$ cat config.mk
export PLATFORM = sky130hd
export DESIGN_NAME = dma_ctl_top
export DESIGN_NICKNAME = d
export VERILOG_FILES = /design/src/rtl/dma_ctl_pkg.sv /design/src/rtl/dma_ctl_decode.sv /design/src/rtl/dma_ctl_regfile.sv /design/src/rtl/dma_ctl_arbiter.sv /design/src/rtl/dma_ctl_top.sv
export SDC_FILE = /design/constraint.sdc
export NUM_CORES = 1
export LEC_CHECK = 0
export BUFFER_PORTS_ARGS = -buffer_cell sky130_fd_sc_hd__buf_2
export CAP_MARGIN = 10
export CORE_AREA = 2 2 91 93
export DETAILED_ROUTE_END_ITERATION = 6
export DIE_AREA = 0 0 93 95
export PLACE_DENSITY_LB_ADDON = 0.25
export SLEW_MARGIN = 40
export SYNTH_ARGS = -nofsm -noshare
export SYNTH_HDL_FRONTEND = slang
export SYNTH_HIERARCHICAL = 1
export SYNTH_SLANG_ARGS = --single-unit
$ cat constraint.sdc
create_clock -name clk -period 2.2 [get_ports clk]
set_input_delay 0.66 -clock clk [delete_from_list [all_inputs] [get_ports clk]]
set_output_delay 0.66 -clock clk [all_outputs]
set_load 0.01 [all_outputs]
$ cat src/rtl/dma_ctl_pkg.sv
package dma_ctl_pkg;

  // Offsets within the 16-entry register window
  localparam logic [3:0] OFS_STAT_CMD = 4'd8;
  localparam logic [3:0] OFS_REQUEST  = 4'd9;
  localparam logic [3:0] OFS_MASK_ONE = 4'd10;
  localparam logic [3:0] OFS_MODE     = 4'd11;
  localparam logic [3:0] OFS_FF_CLR   = 4'd12;
  localparam logic [3:0] OFS_MASTER   = 4'd13;
  localparam logic [3:0] OFS_MASK_CLR = 4'd14;
  localparam logic [3:0] OFS_MASK_ALL = 4'd15;

  // Control-to-datapath strobes, one cycle each
  typedef struct packed {
    logic cmdLoad;
    logic reqWr;
    logic maskOne;
    logic modeWr;
    logic ffClr;
    logic masterRst;
    logic maskClrAll;
    logic maskLoad;
    logic statusRd;
    logic maskRd;
    logic anyRd;
  } ctlStrobes_t;

endpackage

$ cat src/rtl/dma_ctl_decode.sv
module dma_ctl_decode
  import dma_ctl_pkg::*;
#(
  parameter int DATA_W = 8,
  parameter int ADDR_W = 4,
  parameter logic [DATA_W-1:0] CMD_OK_MASK = 8'h04
) (
  input  logic              regWrEn,
  input  logic              regRdEn,
  input  logic [ADDR_W-1:0] regAddr,
  input  logic [DATA_W-1:0] regWrData,
  output ctlStrobes_t       strobes
);

  logic cmdAcceptable;
  logic [3:0] ofs;

  assign ofs = 4'(regAddr);
  assign cmdAcceptable = ((regWrData & ~CMD_OK_MASK) == '0);

  always_comb begin
    strobes = '0;
    if (regWrEn) begin
      case (ofs)
        OFS_STAT_CMD: strobes.cmdLoad    = cmdAcceptable;
        OFS_REQUEST:  strobes.reqWr      = 1'b1;
        OFS_MASK_ONE: strobes.maskOne    = 1'b1;
        OFS_MODE:     strobes.modeWr     = 1'b1;
        OFS_FF_CLR:   strobes.ffClr      = 1'b1;
        OFS_MASTER:   strobes.masterRst  = 1'b1;
        OFS_MASK_CLR: strobes.maskClrAll = 1'b1;
        OFS_MASK_ALL: strobes.maskLoad   = 1'b1;
        default: ;
      endcase
    end
    if (regRdEn) begin
      strobes.anyRd    = 1'b1;
      strobes.statusRd = (ofs == OFS_STAT_CMD);
      strobes.maskRd   = (ofs == OFS_MASK_ALL);
    end
  end

endmodule

$ cat src/rtl/dma_ctl_regfile.sv
module dma_ctl_regfile
  import dma_ctl_pkg::*;
#(
  parameter int NUM_CH = 4,
  parameter int DATA_W = 8
) (
  input  logic                           clk,
  input  logic                           rstN,
  input  ctlStrobes_t                    strobes,
  input  logic [DATA_W-1:0]              regWrData,
  input  logic [NUM_CH-1:0]              dreqHold,
  input  logic [NUM_CH-1:0]              dreqRelease,
  input  logic [NUM_CH-1:0]              tcPulse,
  output logic [DATA_W-1:0]              cmdValue,
  output logic [NUM_CH-1:0]              maskBits,
  output logic [NUM_CH-1:0]              reqBits,
  output logic [NUM_CH-1:0][DATA_W-1:0]  modeRegs,
  output logic [DATA_W-1:0]              regRdData,
  output logic                           ffClear
);

  localparam int CH_W = (NUM_CH > 1) ? $clog2(NUM_CH) : 1;

  logic [NUM_CH-1:0] tcBits;
  logic [NUM_CH-1:0] reqNext, tcNext, maskNext;
  logic [DATA_W-1:0] cmdNext, statusByte, rdNext;
  logic [CH_W-1:0]   chSel;
  logic              setBit;

  assign chSel      = regWrData[CH_W-1:0];
  assign setBit     = regWrData[CH_W];
  assign statusByte = DATA_W'({reqBits, tcBits});

  always_comb begin
    reqNext  = reqBits;
    tcNext   = strobes.statusRd ? '0 : tcBits;
    maskNext = maskBits;
    cmdNext  = cmdValue;

    if (strobes.reqWr) begin
      reqNext[chSel] = setBit;
      tcNext[chSel]  = 1'b0;
    end
    reqNext = (reqNext & ~dreqRelease) | dreqHold;
    tcNext  = tcNext | tcPulse;

    if (strobes.maskOne)    maskNext[chSel] = setBit;
    if (strobes.maskClrAll) maskNext = '0;
    if (strobes.maskLoad)   maskNext = regWrData[NUM_CH-1:0];
    if (strobes.cmdLoad)    cmdNext  = regWrData;

    if (strobes.masterRst) begin
      reqNext  = '0;
      tcNext   = '0;
      maskNext = '1;
      cmdNext  = '0;
    end

    if (strobes.statusRd)    rdNext = statusByte;
    else if (strobes.maskRd) rdNext = DATA_W'(maskBits);
    else                     rdNext = '0;
  end

  always_ff @(posedge clk) begin
    if (!rstN) begin
      reqBits   <= '0;
      tcBits    <= '0;
      maskBits  <= '1;
      cmdValue  <= '0;
      ffClear   <= 1'b0;
      regRdData <= '0;
    end else begin
      reqBits  <= reqNext;
      tcBits   <= tcNext;
      maskBits <= maskNext;
      cmdValue <= cmdNext;
      ffClear  <= strobes.ffClr | strobes.masterRst;
      if (strobes.anyRd) regRdData <= rdNext;
    end
  end

  for (genvar ch = 0; ch < NUM_CH; ch++) begin : gModeReg
    always_ff @(posedge clk) begin
      if (!rstN) begin
        modeRegs[ch] <= '0;
      end else if (strobes.modeWr && (chSel == CH_W'(ch))) begin
        modeRegs[ch] <= regWrData;
      end
    end
  end

endmodule

$ cat src/rtl/dma_ctl_arbiter.sv
module dma_ctl_arbiter #(
  parameter int NUM_CH = 4
) (
  input  logic [NUM_CH-1:0] eligible,
  output logic [NUM_CH-1:0] grant,
  output logic              anyEligible
);

  logic [NUM_CH:0] seenLower;

  assign seenLower[0] = 1'b0;

  for (genvar ch = 0; ch < NUM_CH; ch++) begin : gScan
    assign grant[ch]         = eligible[ch] & ~seenLower[ch];
    assign seenLower[ch + 1] = seenLower[ch] | eligible[ch];
  end

  assign anyEligible = seenLower[NUM_CH];

endmodule

$ cat src/rtl/dma_ctl_top.sv
module dma_ctl_top
  import dma_ctl_pkg::*;
#(
  parameter int NUM_CH = 4,
  parameter int DATA_W = 8,
  parameter int ADDR_W = 4
) (
  input  logic              clk,
  input  logic              rstN,
  input  logic              regWrEn,
  input  logic              regRdEn,
  input  logic [ADDR_W-1:0] regAddr,
  input  logic [DATA_W-1:0] regWrData,
  output logic [DATA_W-1:0] regRdData,
  input  logic [NUM_CH-1:0] dreqHold,
  input  logic [NUM_CH-1:0] dreqRelease,
  input  logic [NUM_CH-1:0] tcPulse,
  output logic              ffClear,
  output logic              serviceReq,
  output logic [NUM_CH-1:0] grant,
  output logic [DATA_W-1:0] grantMode,
  output logic [DATA_W-1:0] cmdValue
);

  ctlStrobes_t                   strobes;
  logic [NUM_CH-1:0]             maskBits, reqBits, eligible;
  logic [NUM_CH-1:0][DATA_W-1:0] modeRegs;

  dma_ctl_decode #(.DATA_W(DATA_W), .ADDR_W(ADDR_W)) uDecode (
    .regWrEn   (regWrEn),
    .regRdEn   (regRdEn),
    .regAddr   (regAddr),
    .regWrData (regWrData),
    .strobes   (strobes)
  );

  dma_ctl_regfile #(.NUM_CH(NUM_CH), .DATA_W(DATA_W)) uRegs (
    .clk         (clk),
    .rstN        (rstN),
    .strobes     (strobes),
    .regWrData   (regWrData),
    .dreqHold    (dreqHold),
    .dreqRelease (dreqRelease),
    .tcPulse     (tcPulse),
    .cmdValue    (cmdValue),
    .maskBits    (maskBits),
    .reqBits     (reqBits),
    .modeRegs    (modeRegs),
    .regRdData   (regRdData),
    .ffClear     (ffClear)
  );

  assign eligible = reqBits & ~maskBits;

  dma_ctl_arbiter #(.NUM_CH(NUM_CH)) uArb (
    .eligible    (eligible),
    .grant       (grant),
    .anyEligible (serviceReq)
  );

  always_comb begin
    grantMode = '0;
    for (int ch = 0; ch < NUM_CH; ch++) begin
      grantMode = grantMode | (modeRegs[ch] & {DATA_W{grant[ch]}});
    end
  end

endmodule

# Yosys cells after proc, flatten, opt, wreduce, memory -nomap -nowiden
# Index checks and enable logic that the tools add are counted.
dict set report word_totals {
  out_inout_bits 30
  word_cells 80
  input_bits 28
  register_bits 61
}
dict set report classes {
  mux 22
  n_reduce_logical 9
  bitwise 26
  eq_ne 11
  magnitude_cmp 2
}
# op count
set op_table {}
lappend op_table {{AND 8 bit} 4}
lappend op_table {{equality test 4 bit (second input constant)} 8}
lappend op_table {{2-to-1 mux 4 bit} 7}
lappend op_table {{OR 8 bit} 3}
lappend op_table {{2-to-1 mux 8 bit} 2}
lappend op_table {{AND 4 bit} 3}
lappend op_table {{NOT 4 bit} 3}
lappend op_table {{2-to-1 mux 1 bit} 9}
lappend op_table {{bitwise mux 4 bit} 2}
lappend op_table {{logical NOT 8 bit} 1}
lappend op_table {{OR 4 bit} 2}
lappend op_table {{logical AND 1 bit} 5}
lappend op_table {{equality test 2 bit (second input constant)} 2}
lappend op_table {{NOT 1 bit} 4}
lappend op_table {{OR 1 bit} 4}
lappend op_table {{AND 1 bit} 3}
lappend op_table {{< comparator 2 x 3 -> 1 bit (second input constant)} 1}
lappend op_table {{2-to-1 mux 3 bit} 1}
lappend op_table {{nonzero test 3 bit} 1}
lappend op_table {{demux 1 bit (select 2 bit)} 1}
lappend op_table {{equality test 2 x 1 -> 1 bit (second input constant)} 1}
lappend op_table {{>= comparator 2 x 1 -> 1 bit (second input constant)} 1}
lappend op_table {{logical NOT 2 bit} 1}
lappend op_table {{OR reduction 2 bit} 1}

# Longest topological paths before layout
# Gate-level depths: netlist of the first run.
dict set report depth {
  ltp_word 8
  depth_mapped 6
  mapped_depth_nobuf 5
}

# By module
# Netlist of the first run, hierarchy kept.
# mod seq_area_each_um2 area_per_inst_um2 cells_each instances
set modules_own_cells {}
lappend modules_own_cells {dma_ctl_regfile 1221.2 2433.6 245 1}
lappend modules_own_cells {dma_ctl_top 0.0 216.5 32 1}
lappend modules_own_cells {dma_ctl_decode 0.0 116.4 20 1}
lappend modules_own_cells {dma_ctl_arbiter 0.0 37.5 5 1}

# Least setup slack after synthesis of the first run
# Ideal clock, no wire load.
dict set report synth_path {
  path_type {reg2out}
  startpoint {register uRegs.reqBits[0]}
  endpoint {output port grantMode[0]}
  t_required_ns 1.540
  arrival_time_ns 1.456
  path_stages_with_launch 6
  path_slack_ns 0.084
  n_path_buf 1
  path_cell_list {dfxtp_1 > nor2b_1 > nor4b_1 > buf_6 > a22oi_1 > nand2_1}
}
dict set report synth_between {
  elab_chain_len 7
  elab_cells_between_ends 16
  classes_between {16 x bitwise}
}
# element line_no
set synth_lines {}
lappend synth_lines {{start: declaration} dma_ctl_regfile.sv:16} ;# output logic [NUM_CH-1:0] reqBits,
lappend synth_lines {{start signal: assignment} dma_ctl_regfile.sv:73} ;# reqBits <= reqNext;
lappend synth_lines {{AND 4 bit} dma_ctl_top.sv:53} ;# assign eligible = reqBits & ~maskBits;
lappend synth_lines {{via eligible[0]} dma_ctl_top.sv:26} ;# logic [NUM_CH-1:0] maskBits, reqBits, eligible;
lappend synth_lines {{OR 1 bit (2 in a row)} dma_ctl_arbiter.sv:15} ;# assign seenLower[ch + 1] = seenLower[ch] | eligible[ch];
lappend synth_lines {{NOT 1 bit} dma_ctl_arbiter.sv:14} ;# assign grant[ch] = eligible[ch] & ~seenLower[ch];
lappend synth_lines {{AND 1 bit} dma_ctl_arbiter.sv:14}
lappend synth_lines {{via grant[3]} dma_ctl_top.sv:20} ;# output logic [NUM_CH-1:0] grant,
lappend synth_lines {{AND 8 bit} dma_ctl_top.sv:64} ;# grantMode = grantMode | (modeRegs[ch] & {DATA_W{grant[ch]}});
lappend synth_lines {{OR 8 bit} dma_ctl_top.sv:64}
lappend synth_lines {{end: declaration} dma_ctl_top.sv:21} ;# output logic [DATA_W-1:0] grantMode,
# The timed path passes the listed nets, and every way through them passes these cells.

# Worst setup path after layout of the first run
dict set report layout_path {
  startpoint {register uRegs.reqBits[1]}
  endpoint {output port grantMode[0]}
}
dict set report layout_between {
  elab_chain_len 7
  elab_cells_between_ends 14
  classes_between {14 x bitwise}
}
# element line_no
set layout_lines {}
lappend layout_lines {{AND 4 bit *} dma_ctl_top.sv:53}
lappend layout_lines {{via eligible[1]} dma_ctl_top.sv:26}
lappend layout_lines {{OR 1 bit} dma_ctl_arbiter.sv:15}
lappend layout_lines {{NOT 1 bit / OR 1 bit (equally long branches)} {dma_ctl_arbiter.sv:14, dma_ctl_arbiter.sv:15}}
lappend layout_lines {{AND 1 bit / NOT 1 bit (equally long branches)} dma_ctl_arbiter.sv:14}
lappend layout_lines {{AND 8 bit / AND 1 bit (equally long branches)} {dma_ctl_top.sv:64, dma_ctl_arbiter.sv:14}}
lappend layout_lines {{OR 8 bit / AND 8 bit (equally long branches)} dma_ctl_top.sv:64}
lappend layout_lines {{OR 8 bit *} dma_ctl_top.sv:64}
# Mark *: on every way through the listed nets, which the timed path passes. The rest lies on a longest branch.

==> results of run 1 <==
cell usage in the layout (no fill, tap or decap), types with 3 or more instances in the layout:
cell type	count
buf_2	57
dfxtp_1	57
nand2_1	35
mux2i_1	30
buf_4	23
nor2_1	20
nor2b_1	19
a21boi_0	12
a22oi_2	11
clkbuf_8	10
nand3_1	10
nand3b_1	7
nand2b_1	7
and3_1	6
a22oi_1	5
nor2b_4	4
inv_1	4
o21a_1	4
a31oi_1	4
o31ai_1	4
o211ai_1	4
o211a_1	4
dfxtp_2	4
buf_6	3
kinds of logic (layout without fill, tap and decap cells):
family                 after synthesis  count (layout)  share of synthesized area, %
AOI/OAI and AO/OA                   56              56                          15.3
DFF                                 61              61                          43.6
buffers and inverters               29             104                          5.80
muxes                               30              30                          10.7
and+or+nand+nor                    126             126                          24.7
worst max-delay path: cells and delay by family (launching register included):
family	cells	cell delay [ps]
simple gates	3	530
flops	1	360
buf+inv	2	300
compound gates	1	80
final cells by class:
type | instances | area (um^2) | area share, %
Clock buffer | 12 | 145 | 4.02
Sequential cell | 61 | 1230 | 34.0
Inverter | 4 | 15.0 | 0.416
Multi-Input combinational cell | 212 | 1530 | 42.5
Clock inverter | 4 | 47.5 | 1.32
Tap cell | 105 | 131 | 3.64
Timing Repair Buffer | 84 | 512 | 14.2
per-layer routing:
| layer | track usage, % | routed length, um |
|---|---|---|
| met1 | 24.4 | 3590 |
| met2 | 27.8 | 3450 |
| met3 | 3.91 | 350 |
| met4 | 6.37 | 82 |
| met5 | 0 | 0 |
repair_timing:
item | in CTS | in global routing
resized for setup | 22 | 10
setup buffers | 3 | 2
gates cloned | 0 | 1
endpoints found under the setup margin | 11 | 10
pin swaps | 3 | 1
stage by stage:
step / instance area [um^2] / total power [mW] / utilization [%] / setup slack [ps] / instances
4_1_cts: 3570 / 2.32 / 45.0 / -43.2 / 481
2_1_floorplan: 2800 / 1.26 / - / 83.7 / 302
6_report: 3610 / 2.31 / 45.5 / -71.1 / 482
3_3_place_gp: 3260 / 1.34 / 41.1 / 106 / 462
3_5_place_dp: 3260 / 1.34 / 41.1 / 90.5 / 462
5_1_grt: 3610 / 2.39 / 45.5 / -153 / 482
registers in the layout, summed over array words and instances (netlist names):
register / count
uRegs/modeRegs: 32
uRegs/cmdValue: 8
uRegs/regRdData: 8
uRegs/maskBits: 4
uRegs/reqBits: 4
uRegs/tcBits: 4
uRegs/ffClear: 1
final timing paths:
check                                        from            endpoint  slack (ps)  cells after the start
worst max-delay path             uRegs/reqBits[1]        grantMode[0]         -70                      6
worst min-delay path            uRegs/modeRegs[8]   uRegs/modeRegs[8]         460                      2
worst max register to register  uRegs/maskBits[0]  uRegs/regRdData[0]        1250                      3
worst min register to register  uRegs/modeRegs[8]   uRegs/modeRegs[8]         460                      2
power by group:
group	total [mW]	leakage (nW)	internal [mW]	switching (mW)
clock network	0.976	0.0964	0.551	0.425
logic	0.192	0.969	0.0876	0.104
registers	1.14	0.495	1.13	0.0145
==> out/qor.csv, run 1 <==
stage,metric,value,unit
status,run_status,"complete, but fails checks",
status,violations,negative setup slack,
timing,rsz0062_at_grt,yes,
cts,ctsHoldBuffers,0,
setup_path,crit_path_max_delay_cell_type,dfxtp_1,
synth,synth_common_cells,"dfxtp_1, nand2_1, mux2i_1",
timing,final.setup.tns,-510,ps
min_path,hp-class,register to register,
synth,synth_most_common_cell,dfxtp_1,
routing,drt-initial-drc-count,103,
floorplan,die_h,95,um
timing,drv_slew,0,
synth,synth-edff-count,0,
timing,post-route-min-period,2270,ps
layout,drive_above_1_share,32.6,%
cts,cts.path.max_buffers,2,
timing,layout_worst_path_cycle_share,103,%
pwr,ir_drop,330,uV
pwr,cellLeakagePower,1.56,nW
routing,routedWlPerCell,15.5,um
routing,firstDrtPassIters,5,
cts,clkLatencyLatePin,340,ps
cts,tritoncts.num_buffers,9,
grt,globalRouteOverflowTotal,0,
synth,synth.largest_area_cell,dfxtp_1,
placed_design,hpwlAfterDp,5.20,mm
floorplan,std_cell_rows,33,
placed_design,place.gp.congestion,0.794,
timing,timing_worst_slew_pin_value,422,ps
cts,tritoncts,yes,
setup_path,critical_setup_path_class,register to output pin,
cts,htree_num_levels,3,
setup_path,critical_path_peak_fanout,4,
grt,number_of_global_route_vias_before_repair,2395,
synth,async_reset_ff_share,0,%
timing,hold_viol,0,
timing,achievable-frequency,440,MHz
synth,ys_warn_count,6,
routing,antenna_violating_nets_left,0,
layout,num-nets-final,400,
setup_path,worstSetupEndpointType,output pin,
grt,initial_antenna_violation_count,0,
cts,cts.root.buffer_cell,clkbuf_8,
grt,global_route.usage.total,17.9,%
grt,largest_net_degree_at_the_start_of_global_routing,41,
synth,synth.area.top_cells,"dfxtp_1, mux2i_1, nor2b_1, nand2_1, a22oi_1",
timing,report.final.setup_viol,10,
synth,synthDistinctLibCells,41,
floorplan,die-width,93,um
layout,final.fill_count,814,
layout,diodes,0,
floorplan,initial_core_util,35.4,%
floorplan,ios,58,
cts,clock_pin_slew_on_the_worst_setup_and_hold_paths,70,ps
synth,synth_top_flop_cell,dfxtp_1,
routing,drt_wl_total,7.47,mm
setup_path,path_cells,nor2b_4 -> nor2b_4 -> buf_2 -> a22oi_1 -> nand2_1 -> buf_2,
synth,mappedNetlistArea,0.00280,mm^2
floorplan,core_region_area,0.00793,mm^2
pwr,power_density,640,mW/mm^2
setup_path,setup.worst_path.start_class,register,
timing,maxSlewHeadroom,71.9,%
synth,syn_avg_cell_area,9.28,um^2
layout,area.growth.synth_to_final,28.8,%
synth,synthesis.instances,302,
timing,layout_setup_ws,-71.1,ps
routing,vias,2407,
synth,mapped_nets,330,
placed_design,portBuffers,57,
timing,skew,12.2,ps
setup_path,timing.critical_path.required,1540,ps
setup_path,cp.arrival,1610,ps
routing,drc,0,
setup_path,critPathMaxStageDelay,360,ps
synth,synth_sequential_area_ratio,43.6,%
synth,postSynthRegisterBits,61,
floorplan,die_area,0.00884,mm^2
cts,clock-sinks,61,
run,max-cap-violations,0,
synth,netlist.area_leader.share,43.6,%
timing,hold_slack,458,ps
routing,vias_per_cell,4.99,
grt,wire_length_of_the_first_global_routing_pass,12.0,mm
Power figures use the tool's default switching activity.
==> run 2, diff against run 1 <==
Clock period 2.2 ns to 2.15 ns, I/O delays scaled along.
==> run 2 against run 1 <==
  * Routed wire length is 2.9% lower
  * Non-clock buffer count stayed put
  * Final cell count is 0.21% lower
  * Sequential cell count stayed put
  * Largest power group unchanged
  * Worst setup slack better by 20 ps
  * Via count is 0.66% lower
  * Clock skew hardly changed
  * Combinational power hardly changed
  * Global-route usage is 0.47 points lower
  * Register-to-register slack hardly changed
  * The run still ends with negative setup slack left
  * First-iteration DRC count is 14% higher
  * Largest cell class unchanged
==> out/qor.csv, run 2 (synthesized netlist as in run 1, its figures left out) <==
stage,metric,value,unit,change
status,run_status,"complete, but fails checks",,
status,violations,negative setup slack,,
cts,htree_num_levels,3,,unchanged
placed_design,post-place-ws,120,ps,+29.7 ps
setup_path,setup.worst_path.start_class,register,,
setup_path,cp.arrival,1560,ps,-50 ps
floorplan,std_cell_rows,33,,unchanged
layout,area.growth.synth_to_final,28.2,%,
cts,clock-sinks,61,,unchanged
layout,top_regs,"uRegs/modeRegs (32), uRegs/cmdValue (8), uRegs/regRdData (8)",,
timing,report.final.setup_viol,8,,-2
timing,layout_worst_path_cycle_share,102,%,
cts,clkLatencyLatePin,340,ps,about the same
routing,drt-initial-drc-count,117,,+14%
layout,flip_flop_count_of_the_largest_register_all_copies_and_words_added,32,,unchanged
cts,tritoncts.num_buffers,9,,unchanged
setup_path,critical_path_peak_fanout,8,,+4
grt,globalRouteOverflowTotal,0,,unchanged
routing,routedWlPerCell,15.1,um,-2.7%
timing,maxSlewHeadroom,71.4,%,-0.48 points
timing,final.setup.tns,-312,ps,+197 ps
grt,largest_net_degree_at_the_start_of_global_routing,41,,unchanged
setup_path,path_cells,nor2b_4 -> nor4b_4 -> buf_6 -> a22oi_2 -> nand2_1 -> buf_2,,
layout,largest_reg_by_ff_count,uRegs/modeRegs,,
layout,diodes,0,,unchanged
cts,cts.root.buffer_cell,clkbuf_8,,
layout,drive_above_1_share,32.7,%,+0.087 points
layout,num-nets-final,400,,unchanged
cts,tritoncts,yes,,
floorplan,die_h,95,um,unchanged
floorplan,die-width,93,um,unchanged
grt,wire_length_of_the_first_global_routing_pass,11.7,mm,-2.3%
setup_path,critPathMaxStageDelay,330,ps,-30 ps
grt,initial_antenna_violation_count,0,,unchanged
min_path,hp-class,register to register,,
pwr,cellLeakagePower,1.56,nW,+0.25%
layout,most-common-layout-cells,"buf_2, dfxtp_1, nand2_1",,
layout,final_common_cell,buf_2,,
timing,achievable-frequency,454,MHz,
routing,vias_per_cell,4.97,,-0.46%
pwr,ir_drop,317,uV,-4.0%
floorplan,core_region_area,0.00793,mm^2,unchanged
timing,post-route-min-period,2200,ps,
setup_path,crit_path_max_delay_cell_type,dfxtp_2,,
timing,drv_slew,0,,unchanged
grt,number_of_global_route_vias_before_repair,2267,,-5.3%
timing,skew,12.1,ps,-0.0720 ps
cts,ctsHoldBuffers,0,,unchanged
routing,vias,2391,,-0.66%
timing,hold_viol,0,,unchanged
placed_design,hpwlAfterDp,5.29,mm,+1.8%
placed_design,place.gp.congestion,0.801,,+0.86%
routing,antenna_violating_nets_left,0,,unchanged
placed_design,portBuffers,57,,unchanged
timing,rsz0062_at_grt,yes,,
setup_path,critical_setup_path_class,register to output pin,,
pwr,power_density,662,mW/mm^2,+3.4%
setup_path,worstSetupEndpointType,output pin,,
floorplan,ios,58,,unchanged
run,max-cap-violations,0,,unchanged
timing,layout_setup_ws,-51.4,ps,+19.7 ps
floorplan,initial_core_util,35.4,%,unchanged
timing,timing_worst_slew_pin_value,429,ps,+7.22 ps
routing,drc,0,,unchanged
floorplan,die_area,0.00884,mm^2,unchanged
cts,cts.path.max_buffers,2,,unchanged
routing,drt_wl_total,7.25,mm,-2.9%
setup_path,timing.critical_path.required,1500,ps,-40 ps
grt,global_route.usage.total,17.4,%,-0.47 points
timing,hold_slack,464,ps,+5.57 ps
routing,firstDrtPassIters,4,,-1
cts,clock_pin_slew_on_the_worst_setup_and_hold_paths,60,ps,about the same
==> run 2: cell types whose count changed in the layout (fill, tap and decap cells not counted), moves of 2 or more <==
cell / before / now
buf_4: 23 / 25
a22oi_2: 11 / 9
clkbuf_1: 2 / 0
a22oi_1: 5 / 7
dfxtp_2: 4 / 6
dfxtp_1: 57 / 55
==> run 2: area by class of cell <==
| class | count | area [um^2] |
|---|---|---|
| Multi-Input combinational cell | 212 | 1510 |
| Tap cell | 105 | 131 |
| Sequential cell | 61 | 1230 |
| Clock buffer | 11 | 151 |
| Timing Repair Buffer | 84 | 510 |
| Inverter | 4 | 15.0 |
| Fill cell | 804 | 4330 |
| Clock inverter | 4 | 47.5 |
==> run 2: routing by layer <==
layer / GRT usage, % / part of all wire (%)
met3: 4.07 / 4.1
met2: 27.2 / 46
met4: 6.13 / 0.79
met1: 23.6 / 49
met5: 0 / 0
==> run 2: path summary, 6_finish.rpt <==
check | start | endpoint | slack, ps | cells past startpoint
worst min register to register | uRegs/modeRegs[8] | uRegs/modeRegs[8] | 460 | 2
worst min-delay path | uRegs/modeRegs[8] | uRegs/modeRegs[8] | 460 | 2
worst max-delay path | uRegs/reqBits[2] | grantMode[6] | -50 | 6
worst max register to register | uRegs/reqBits[0] | uRegs/reqBits[0] | 1260 | 3
==> run 2: per-stage QoR <==
stage | util [%] | instance area [um^2] | power (mW) | std cells
CTS | 45.3 | 3590 | 2.41 | 482
finish | 45.3 | 3590 | 2.38 | 481
global placement | 41.4 | 3280 | 1.38 | 465
detailed placement | 41.4 | 3280 | 1.38 | 465
floorplan | - | 2800 | 1.29 | 302
global route | 45.3 | 3590 | 2.48 | 481
==> run 2: power by group <==
part           switching (mW)  internal [mW]  leakage, nW  total [mW]
Clock                   0.427          0.588        0.101        1.01
Sequential             0.0151           1.15        0.494        1.17
Combinational           0.106         0.0886        0.969       0.195
==> run 2: timing repair <==
action	CTS	global route
setup buffers	2	0
gates resized for setup	23	4
pin swaps	9	3
endpoints found under the setup margin	11	9
==> run 2: worst max-delay path: cells and delay by family, from the launching register on <==
kind	cells	cell delay, ps
AOI/OAI and AO/OA	1	60
buffers and inverters	2	320
DFF	1	330
and+or+nand+nor	3	510
==> run 3, diff against run 2 <==
Settings changed: SKIP_CTS_REPAIR_TIMING from default to 1.
==> run 3 against run 2 <==
  * The run still ends with negative setup slack left
  * Final cell count shrank 0.21%
  * Critical path depth is the same
  * Worst setup slack lost 3.9 ps
  * Clock-buffer cell count is the same
  * Power shrank 0.24%
  * Core utilization is essentially flat
  * Maximum frequency shrank 0.18%
  * Worst hold slack lost 1.1 ps
  * Combinational power is essentially flat
  * Sequential power is essentially flat
  * First-iteration DRC count shrank 26%
  * Routed wire length shrank 0.37%
==> out/qor.csv, run 3 (synthesized netlist as in run 1, its figures left out) <==
stage,metric,value,unit,change
setup_path,setup.worst_path.start_class,register,,
pwr,cellLeakagePower,1.56,nW,-0.46%
timing,maxSlewHeadroom,71.2,%,-0.15 points
timing,timing_worst_slew_pin_value,431,ps,+2.22 ps
setup_path,worstSetupStartpoint,uRegs/reqBits[2],,
placed_design,place.gp.congestion,0.801,,unchanged
timing,hold_viol,0,,unchanged
layout,drive_above_1_share,32.3,%,-0.45 points
setup_path,rr_startpoint,uRegs/reqBits[0],,
layout,final.fill_count,806,,+0.25%
floorplan,die-width,93,um,unchanged
layout,largest_reg_by_ff_count,uRegs/modeRegs,,
routing,firstDrtPassIters,5,,+1
routing,drt-initial-drc-count,87,,-26%
routing,routedWlPerCell,15.1,um,-0.16%
grt,globalRouteOverflowTotal,0,,unchanged
layout,flip_flop_count_of_the_largest_register_all_copies_and_words_added,32,,unchanged
layout,utilization,45.3,%,-0.047 points
layout,final_common_cell,buf_2,,
pwr,ir_drop,315,uV,-0.43%
timing,report.final.setup_viol,8,,unchanged
routing,vias_per_cell,4.93,,-0.84%
timing,layout_worst_path_cycle_share,103,%,+0.18 points
timing,achievable-frequency,453,MHz,-0.18%
grt,largest_net_degree_at_the_start_of_global_routing,41,,unchanged
setup_path,critical_path_buffers_and_inverters,2,,unchanged
cts,tritoncts.num_buffers,9,,unchanged
cts,cts.root.buffer_cell,clkbuf_8,,
cts,tritoncts,yes,,
timing,hold_slack,463,ps,-1.12 ps
cts,htree_num_levels,3,,unchanged
timing,post-route-min-period,2210,ps,+3.86 ps
placed_design,hpwlAfterDp,5.29,mm,unchanged
routing,antenna_violating_nets_left,0,,unchanged
floorplan,core_region_area,0.00793,mm^2,unchanged
status,run_status,"complete, but fails checks",,
cts,cts.path.max_buffers,2,,unchanged
floorplan,std_cell_rows,33,,unchanged
layout,area.growth.synth_to_final,28.1,%,
grt,initial_antenna_violation_count,0,,unchanged
layout,most-common-layout-cells,"buf_2, dfxtp_1, nand2_1",,
setup_path,critical_path_peak_fanout,8,,unchanged
min_path,hp-class,register to register,,
floorplan,die_area,0.00884,mm^2,unchanged
grt,global_route.usage.total,17.0,%,-0.41 points
timing,rsz0062_at_grt,yes,,
timing,drv_slew,0,,unchanged
placed_design,portBuffers,57,,unchanged
cts,clock_pin_slew_on_the_worst_setup_and_hold_paths,60,ps,about the same
floorplan,ios,58,,unchanged
setup_path,timing.critical_path.required,1500,ps,about the same
min_path,worst_hold_launch,uRegs/modeRegs[8],,
timing,final.setup.tns,-302,ps,+10.3 ps
status,violations,negative setup slack,,
run,max-cap-violations,0,,unchanged
routing,drc,0,,unchanged
setup_path,critical_setup_path_class,register to output pin,,
floorplan,die_h,95,um,unchanged
setup_path,worstSetupEndpointType,output pin,,
layout,num-nets-final,399,,-0.25%
cts,clkLatencyLatePin,330,ps,about the same
grt,wire_length_of_the_first_global_routing_pass,11.4,mm,-2.6%
grt,number_of_global_route_vias_before_repair,2225,,-1.9%
setup_path,cp.arrival,1560,ps,about the same
setup_path,crit_family,simple AND/OR/NAND/NOR gates,,
timing,skew,11.7,ps,-0.378 ps
layout,top_regs,"uRegs/modeRegs (32), uRegs/cmdValue (8), uRegs/regRdData (8)",,
timing,layout_setup_ws,-55.2,ps,-3.86 ps
floorplan,initial_core_util,35.4,%,unchanged
placed_design,post-place-ws,120,ps,unchanged
setup_path,path_cells,nor2b_4 -> nor4b_4 -> buf_6 -> a22oi_1 -> nand2_1 -> buf_2,,
layout,diodes,0,,unchanged
routing,drt_wl_total,7.23,mm,-0.37%
cts,clock-sinks,61,,unchanged
setup_path,crit_path_max_delay_cell_type,dfxtp_2,,
routing,vias,2366,,-1.0%
setup_path,critPathMaxStageDelay,340,ps,about the same
pwr,power_density,661,mW/mm^2,-0.13%
==> run 3: changes by cell type in the layout (fill, tap and decap cells not counted), sizes merged <==
cell  before  now
buf       84   83
==> run 3: per-layer routing <==
metal / wire length, um / global-route usage (%)
met1: 3500 / 23.2
met2: 3300 / 26.1
met3: 357 / 4.07
met4: 66 / 6.13
met5: 0 / 0
==> run 3: worst paths after layout <==
kind | slack, ps | endpoint | cells after the start
worst max-delay path | -60 | grantMode[3] | 6
worst min-delay path | 460 | uRegs/modeRegs[8] | 2
worst max register to register | 1240 | uRegs/reqBits[0] | 3
worst min register to register | 460 | uRegs/modeRegs[8] | 2
==> run 3: cell type report <==
type / instances / area (um^2) / share of cell area, %
clock inverter: 4 / 47.5 / 1.32
multi-input combinational: 212 / 1510 / 42.2
sequential: 61 / 1230 / 34.2
timing repair buffer: 83 / 504 / 14.0
tap: 105 / 131 / 3.66
clock buffer: 11 / 151 / 4.22
inverter: 4 / 15.0 / 0.418
==> run 3: per-stage QoR <==
stage,std cells,total power [mW],area (um^2)
finish,480,2.37,3590
global route,480,2.47,3590
CTS,480,2.40,3480
detailed placement,465,1.38,3280
global placement,465,1.38,3280
floorplan,302,1.29,2800
==> run 3: where the power goes <==
group	leakage (nW)	switching [mW]	internal (mW)
logic	0.962	0.105	0.0872
clock network	0.101	0.425	0.588
registers	0.493	0.0153	1.15
total	1.56	0.544	1.83
==> run 3: tightest hold or removal path: stages, from the launching register on <==
cell      delay (ps)
dfxtp_1          310
inv_1             40
a21boi_0          60
